## src/rtl/pport_pkg.sv

```systemverilog
package pport_pkg;

  localparam logic [2:0] OFS_DATA = 3'd0;
  localparam logic [2:0] OFS_STAT = 3'd1;
  localparam logic [2:0] OFS_CTRL = 3'd2;
  localparam logic [2:0] OFS_EADR = 3'd3;

  localparam logic [5:0] CTRL_RESET = 6'b000100;

  // Synchronized peripheral status lines
  typedef struct packed {
    logic busy;
    logic ack_n;
    logic pe;
    logic slct;
    logic err_n;
  } pins_t;

  function automatic logic [7:0] status_byte(pins_t p, logic tmo, logic epp);
    return {~p.busy, p.ack_n, p.pe, p.slct, p.err_n, 2'b11, (epp ? tmo : 1'b1)};
  endfunction

  function automatic logic [7:0] ctrl_byte(logic [5:0] c);
    return {2'b11, c};
  endfunction

  // {slin_n, init_n, afd_n, stb_n}
  function automatic logic [3:0] ctrl_lines(logic [3:0] c);
    return {~c[3], c[2], ~c[1], ~c[0]};
  endfunction

  function automatic logic is_cycle_port(logic [2:0] o);
    return o >= OFS_EADR;
  endfunction

  function automatic int unsigned tmo_cycles(int unsigned per_ms, int unsigned ms);
    return per_ms * ms;
  endfunction

endpackage

```

## src/rtl/pport_sync.sv

```systemverilog
module pport_sync #(
  parameter int unsigned W      = 1,
  parameter int unsigned STAGES = 2,
  parameter logic [W-1:0] RST_VAL = '0
) (
  input  logic         clk,
  input  logic         rst_n,
  input  logic [W-1:0] din,
  output logic [W-1:0] dout
);

  generate
    if (STAGES <= 1) begin : g_single
      logic [W-1:0] q;
      always_ff @(posedge clk or negedge rst_n) begin
        if (!rst_n) q <= RST_VAL;
        else        q <= din;
      end
      assign dout = q;
    end else begin : g_chain
      logic [STAGES*W-1:0] chain;
      always_ff @(posedge clk or negedge rst_n) begin
        if (!rst_n) chain <= {STAGES{RST_VAL}};
        else        chain <= {chain[(STAGES-1)*W-1:0], din};
      end
      assign dout = chain[STAGES*W-1 -: W];
    end
  endgenerate

endmodule

```

## src/rtl/pport_irq.sv

```systemverilog
module pport_irq (
  input  logic clk,
  input  logic rst_n,
  input  logic ack_s,
  input  logic ien,
  input  logic clr,
  output logic irq,
  output logic ack_rise
);

  logic ack_q;
  logic pend;

  assign ack_rise = ack_s & ~ack_q;

  always_ff @(posedge clk or negedge rst_n) begin
    if (!rst_n) begin
      ack_q <= 1'b1;
      pend  <= 1'b0;
    end else begin
      ack_q <= ack_s;
      if (ack_rise && ien) pend <= 1'b1;
      else if (clr)        pend <= 1'b0;
    end
  end

  assign irq = pend & ien;

  AST_IRQ_HOLD: assert property (@(posedge clk) disable iff (!rst_n)
    (irq && !clr) |=> (irq || !ien));
  AST_IRQ_CLEAR: assert property (@(posedge clk) disable iff (!rst_n)
    (clr && !(ack_rise && ien)) |=> !irq);

endmodule

```

## src/rtl/pport_epp.sv

```systemverilog
module pport_epp #(
  parameter int unsigned LIMIT = 1250000
) (
  input  logic clk,
  input  logic rst_n,
  input  logic start,
  input  logic start_wr,
  input  logic start_addr,
  input  logic wait_s,
  output logic busy,
  output logic cyc_wr,
  output logic drive,
  output logic astb_n,
  output logic dstb_n,
  output logic wr_n,
  output logic done,
  output logic tmo_evt
);

  localparam int unsigned CW = $clog2(LIMIT + 1);
  localparam logic [CW-1:0] LAST = CW'(LIMIT - 1);

  typedef enum logic {ST_IDLE, ST_CYC} st_t;

  st_t          st;
  logic         cyc_addr;
  logic [CW-1:0] cnt;

  assign busy    = (st == ST_CYC);
  assign done    = busy && wait_s;
  assign tmo_evt = busy && !wait_s && (cnt == LAST);

  always_ff @(posedge clk or negedge rst_n) begin
    if (!rst_n) begin
      st       <= ST_IDLE;
      cnt      <= '0;
      cyc_wr   <= 1'b0;
      cyc_addr <= 1'b0;
    end else if (st == ST_IDLE) begin
      if (start) begin
        st       <= ST_CYC;
        cnt      <= '0;
        cyc_wr   <= start_wr;
        cyc_addr <= start_addr;
      end
    end else begin
      if (done || tmo_evt) st  <= ST_IDLE;
      else                 cnt <= cnt + 1'b1;
    end
  end

  assign astb_n = !(busy && cyc_addr);
  assign dstb_n = !(busy && !cyc_addr);
  assign wr_n   = !(busy && cyc_wr);
  assign drive  = busy && cyc_wr;

  AST_CNT_BOUND: assert property (@(posedge clk) disable iff (!rst_n)
    busy |-> (cnt <= LAST));
  AST_TMO_ENDS: assert property (@(posedge clk) disable iff (!rst_n)
    tmo_evt |=> !busy);
  AST_START_TAKES: assert property (@(posedge clk) disable iff (!rst_n)
    (start && !busy) |=> busy);

endmodule

```

## src/rtl/pport_host_regs.sv

```systemverilog
module pport_host_regs
  import pport_pkg::*;
#(
  parameter int unsigned CLK_PER_MS  = 125000,
  parameter int unsigned TIMEOUT_MS  = 10,
  parameter int unsigned SYNC_STAGES = 2
) (
  input  logic       clk,
  input  logic       rst_n,
  input  logic       epp_mode,
  input  logic       host_wr,
  input  logic       host_rd,
  input  logic [2:0] host_addr,
  input  logic [7:0] host_wdata,
  output logic [7:0] host_rdata,
  output logic       epp_busy,
  input  logic [7:0] pd_in,
  output logic [7:0] pd_out,
  output logic       pd_oe,
  output logic       stb_n,
  output logic       afd_n,
  output logic       init_n,
  output logic       slin_n,
  output logic       epp_astb_n,
  output logic       epp_dstb_n,
  output logic       epp_wr_n,
  input  logic       epp_wait,
  input  logic       ack_n,
  input  logic       busy,
  input  logic       pe,
  input  logic       slct,
  input  logic       err_n,
  output logic       irq
);

  localparam int unsigned LIMIT = tmo_cycles(CLK_PER_MS, TIMEOUT_MS);
  localparam int unsigned NPIN  = 6;
  // idle levels: wait low, busy low, ack_n high, pe low, slct low, err_n high
  localparam logic [NPIN-1:0] PIN_IDLE = 6'b001001;

  // ---------------- synchronizer
  logic [NPIN-1:0] pins_s;
  pport_sync #(.W(NPIN), .STAGES(SYNC_STAGES), .RST_VAL(PIN_IDLE)) u_sync (
    .clk  (clk),
    .rst_n(rst_n),
    .din  ({epp_wait, busy, ack_n, pe, slct, err_n}),
    .dout (pins_s)
  );

  logic  wait_s;
  pins_t pins;
  assign wait_s = pins_s[5];
  assign pins   = pins_s[4:0];

  // ---------------- decode events
  logic [5:0] ctrl_q;
  logic [7:0] pd_hold;
  logic       tmo_flag;
  logic       stat_rd;
  logic       stat_wr;
  logic       tmo_clr;
  logic       cyc_start;
  logic       reg_rd;
  logic       cyc_wr, cyc_drive, cyc_done, cyc_tmo;
  logic       ack_rise;

  assign stat_rd   = host_rd && (host_addr == OFS_STAT);
  assign stat_wr   = host_wr && (host_addr == OFS_STAT);
  assign tmo_clr   = stat_wr && host_wdata[0];
  assign cyc_start = epp_mode && !epp_busy && (host_wr || host_rd) && is_cycle_port(host_addr);
  assign reg_rd    = host_rd && (!is_cycle_port(host_addr) || !epp_mode);

  // ---------------- transfer cycle sequencer
  pport_epp #(.LIMIT(LIMIT)) u_epp (
    .clk       (clk),
    .rst_n     (rst_n),
    .start     (cyc_start),
    .start_wr  (host_wr),
    .start_addr(host_addr == OFS_EADR),
    .wait_s    (wait_s),
    .busy      (epp_busy),
    .cyc_wr    (cyc_wr),
    .drive     (cyc_drive),
    .astb_n    (epp_astb_n),
    .dstb_n    (epp_dstb_n),
    .wr_n      (epp_wr_n),
    .done      (cyc_done),
    .tmo_evt   (cyc_tmo)
  );

  // ---------------- interrupt
  pport_irq u_irq (
    .clk     (clk),
    .rst_n   (rst_n),
    .ack_s   (pins.ack_n),
    .ien     (ctrl_q[4]),
    .clr     (stat_rd),
    .irq     (irq),
    .ack_rise(ack_rise)
  );

  // ---------------- registers
  always_ff @(posedge clk or negedge rst_n) begin
    if (!rst_n) begin
      ctrl_q   <= CTRL_RESET;
      pd_hold  <= '0;
      tmo_flag <= 1'b0;
    end else begin
      if (host_wr && host_addr == OFS_CTRL) ctrl_q <= host_wdata[5:0];
      if (host_wr && (host_addr == OFS_DATA || (cyc_start && is_cycle_port(host_addr))))
        pd_hold <= host_wdata;
      if (cyc_tmo)      tmo_flag <= 1'b1;
      else if (tmo_clr) tmo_flag <= 1'b0;
    end
  end

  always_ff @(posedge clk or negedge rst_n) begin
    if (!rst_n) begin
      host_rdata <= '0;
    end else if (reg_rd) begin
      case (host_addr)
        OFS_DATA: host_rdata <= ctrl_q[5] ? pd_in : pd_hold;
        OFS_STAT: host_rdata <= status_byte(pins, tmo_flag, epp_mode);
        OFS_CTRL: host_rdata <= ctrl_byte(ctrl_q);
        default:  host_rdata <= 8'hFF;
      endcase
    end else if (cyc_done && !cyc_wr) begin
      host_rdata <= pd_in;
    end
  end

  // ---------------- outputs
  assign {slin_n, init_n, afd_n, stb_n} = ctrl_lines(ctrl_q[3:0]);
  assign pd_out = pd_hold;
  assign pd_oe  = epp_busy ? cyc_drive : ~ctrl_q[5];

  AST_TMO_STICKY: assert property (@(posedge clk) disable iff (!rst_n)
    (tmo_flag && !tmo_clr) |=> tmo_flag);
  AST_RSVD_ONES: assert property (@(posedge clk) disable iff (!rst_n)
    stat_rd |=> (host_rdata[2:1] == 2'b11));
  AST_NO_CYCLE_STD: assert property (@(posedge clk) disable iff (!rst_n)
    (!epp_mode && !epp_busy) |=> !epp_busy);
  AST_IRQ_SET: assert property (@(posedge clk) disable iff (!rst_n)
    (ack_rise && ctrl_q[4] && host_wr == 1'b0) |=> irq);

endmodule

```

## config.mk

```make
export PLATFORM = sky130hd
export DESIGN_NAME = pport_host_regs
export DESIGN_NICKNAME = d
export VERILOG_FILES = /design/src/rtl/pport_pkg.sv /design/src/rtl/pport_sync.sv /design/src/rtl/pport_irq.sv /design/src/rtl/pport_epp.sv /design/src/rtl/pport_host_regs.sv
export SDC_FILE = /design/constraint.sdc
export NUM_CORES = 1
export LEC_CHECK = 0
export ABC_AREA = 1
export BUFFER_PORTS_ARGS = -buffer_cell sky130_fd_sc_hd__buf_4
export CAP_MARGIN = 20
export CORE_MARGIN = 2
export CORE_UTILIZATION = 40
export DETAILED_ROUTE_END_ITERATION = 10
export HOLD_SLACK_MARGIN = 0.12
export SLEW_MARGIN = 20
export SYNTH_ARGS = -nofsm -noshare
export SYNTH_HDL_FRONTEND = slang
export SYNTH_SLANG_ARGS = --single-unit
```

## constraint.sdc

```tcl
create_clock -name clk -period 4 [get_ports clk]
set_input_delay 1 -clock clk [delete_from_list [all_inputs] [get_ports clk]]
set_output_delay 1 -clock clk [all_outputs]
set_load 0.02 [all_outputs]
```

==> flow_summary_export.csv <==
group,metric,value,unit
run_status,status,"finished clean",
sta,worst_pin_slew,0.7364,ns
logic_synthesis,synth_seq_cells,61,
die,start_util,0.4092,
route,vias_per_cell,4.691,
sta,final-hold-violation-count,0,
logic_synthesis,synthTopCellsByArea,"dfrtp_1 (44%), nand2_1 (16%), o21ai_0 (7.2%)",
grt,grt_pass1_wl,12.65,mm
placed_design,dpl.hpwl,5.690,mm
logic_synthesis,syn_nets,451,
die,fp.dieH,92.68,um
grt,grt_overflow,0,
cts,clock_sinks,61,
die,boundaryPins,56,
placed_design,placed_cells,567,
cts,numCtsBuffers,9,
cts,post-cts-setup-buffers,0,
cells_and_area,nets,507,
sta,slew_headroom,0.5090,
cts,clock-root-buffer,"clkbuf_8",
logic_synthesis,syn_area_per_cell,7.489,um^2
pwr,vdd_ir_drop_max,0.0002618,V
worst_setup_path,arrival,1.64,ns
cts,clock_latency,0.35,ns
grt,grt_pass1_vias,2571,
cells_and_area,seq_area,1534,um^2
logic_synthesis,syn_area,3146,um^2
sta,min_period,2.639,ns
logic_synthesis,synth_cells,420,
sta,setup_viol,0,
worst_setup_path,critical_path_class,"reg2out",
cells_and_area,fill_cells,826,
die,design.core.area,7687,um^2
cells_and_area,drive_above_1_share,0.1746,
placed_design,place.gp.congestion,0.8355,
route,wl_per_cell,13.11,um
logic_synthesis,yosysTopAreaCell,"dfrtp_1",
route,routed_wl,7.641,mm
cts,max-clock-path-buffers,2,
grt,grt_max_degree,62,
sta,post-route-period-util,0.6597,
cts,tritoncts,"yes",
cts,ctsHoldBuffers,0,
route,ant_nets,0,
cts,cts_resized,0,
route,drt_iter0_markers,159,
sta,tns,0,ns
route,dr.pass1.iters,4,
sta,fin_worst_skew,0.01582,ns
pwr,leakage,1.796,nW
worst_setup_path,worstSetupEndpointType,"output pin",
sta,drv_slew,0,
logic_synthesis,yosys_warnings,0,
die,die_w,92.68,um
worst_hold_path,worstHoldPathType,"reg2reg",
die,dieArea,8590,um^2
pwr,power_density,425.2,nW/um^2
cells_and_area,multiInputGateArea,1385,um^2
worst_setup_path,cp.required,3.00,ns
sta,fmax,379.0,MHz
grt,antenna_found_initial,0,
die,core.rowCount,32,
logic_synthesis,ys_types,30,
worst_setup_path,crit_path_max_fanout,20,
sta,rsz0062_at_grt,"false",
worst_setup_path,start_kind,"flop",
cts,htreeDepth,3,
route,drcViolationCount,0,
route,via_count,2735,
placed_design,port_buffers,55,
cells_and_area,syn2layout_area_growth,21.16,%
grt,gr-usage-all-layers,0.1921,
run,cap_viol_max_count,0,
logic_synthesis,synth-seq-area-share,0.4877,
cells_and_area,finalNonFillerCells,583,
logic_synthesis,synth_top_area_frac,0.4375,
cells_and_area,antenna_cells,0,
sta,layout_setup_ws,1.361,ns
cts,clkSlewWorstSetupHoldPaths,0.08,ns
placed_design,pre_cts_ws,1.512,ns
sta,hold_slack,0.3526,ns
==> final cells by class <==
| type | instances | share of cell area |
|---|---|---|
| Timing Repair Buffer | 55 | 0.1083 |
| Multi-Input combinational cell | 305 | 0.3634 |
| Clock inverter | 7 | 0.01641 |
| Clock buffer | 9 | 0.03250 |
| Inverter | 44 | 0.04334 |
| Tap cell | 102 | 0.03349 |
| Sequential cell | 61 | 0.4025 |
==> report_power, final <==
| group | switching, mW | internal (mW) | leakage [nW] | total (mW) |
|---|---|---|---|---|
| clock | 0.285 | 0.239 | 0.0931 | 0.523 |
| combinational | 0.206 | 0.132 | 0.940 | 0.338 |
| sequential | 0.0702 | 0.689 | 0.763 | 0.759 |
==> path summary, 6_finish.rpt <==
path	from	slack, ns	depth (start not counted)	to
worst min-delay path	u_sync.g_chain.chain[2]	0.35	0	u_sync.g_chain.chain[8]
min in group asynchronous	rst_n	0.71	1	u_sync.g_chain.chain[1]
worst max-delay path	u_epp.busy	1.36	3	pd_oe
worst max register to register	u_epp.busy	1.63	7	u_epp.cnt[17]
worst min register to register	u_sync.g_chain.chain[2]	0.35	0	u_sync.g_chain.chain[8]
max in group asynchronous	rst_n	2.79	1	u_epp.cnt[5]
==> synthesized netlist by cell type <==
cell type,count
a21oi_1,5
a21oi_2,1
and2_1,1
buf_2,4
buf_4,1
buf_6,2
clkbuf_1,3
clkinv_1,1
dfrtp_1,55
dfstp_2,6
ha_1,1
inv_1,42
inv_2,1
nand2_1,136
nand2_2,1
nand3_1,33
nand3_2,1
nand4_1,3
nor2_1,52
nor2_2,1
nor3_1,2
o2111ai_1,1
o211ai_1,3
o21ai_0,45
o21ai_2,2
o21bai_1,2
o22ai_1,3
o31ai_1,2
xnor2_1,1
xor2_1,9
==> flip-flops by register name, indices dropped and copies added, names as in the netlist, 6 cells and up <==
name	cells
host_rdata	8
ctrl_q	6
u_epp.cnt	21
u_sync.g_chain.chain	12
pd_out	8
==> critical path, stage by stage, from the launching register on <==
cell	delay, ns
dfrtp_1	0.81
nand2_1	0.17
o21ai_0	0.14
buf_4	0.18
==> metrics by stage <==
stage	cell area [um^2]	total power [mW]	util
after floorplan	3146	0.9488	-
after global placement	3625	1.107	0.4715
after detailed placement	3625	1.111	0.4715
after CTS	3811	1.641	0.4958
after global routing	3811	1.707	0.4958
final	3811	1.621	0.4958
==> per-layer routing <==
layer / track usage / part of all wire / vias up
met5: 0 / 0 / -
met4: 0.07721 / 0.0099 / 0
met3: 0.03743 / 0.040 / 4
met2: 0.2646 / 0.41 / 52
met1: 0.2946 / 0.54 / 1233
li1: - / - / 1446
==> kinds of logic after synthesis <==
kind of cell / after synthesis / synth area share
AOI/OAI and AO/OA: 64 / 0.1134
buffers and inverters: 54 / 0.07199
and+or+nand+nor: 230 / 0.2952
DFF: 61 / 0.4877
xor gates and xnor gates: 10 / 0.02785
adders and majority gates: 1 / 0.003977
==> placed cells by master (no fill, tap or decap), drive strengths merged, types with 9 or more instances in the layout <==
master  instances
buf            55
clkbuf          9
dfrtp          55
inv            48
nand2         137
nand3          34
nor2           53
o21ai          47
xor2            9
Power figures use the tool's default switching activity.
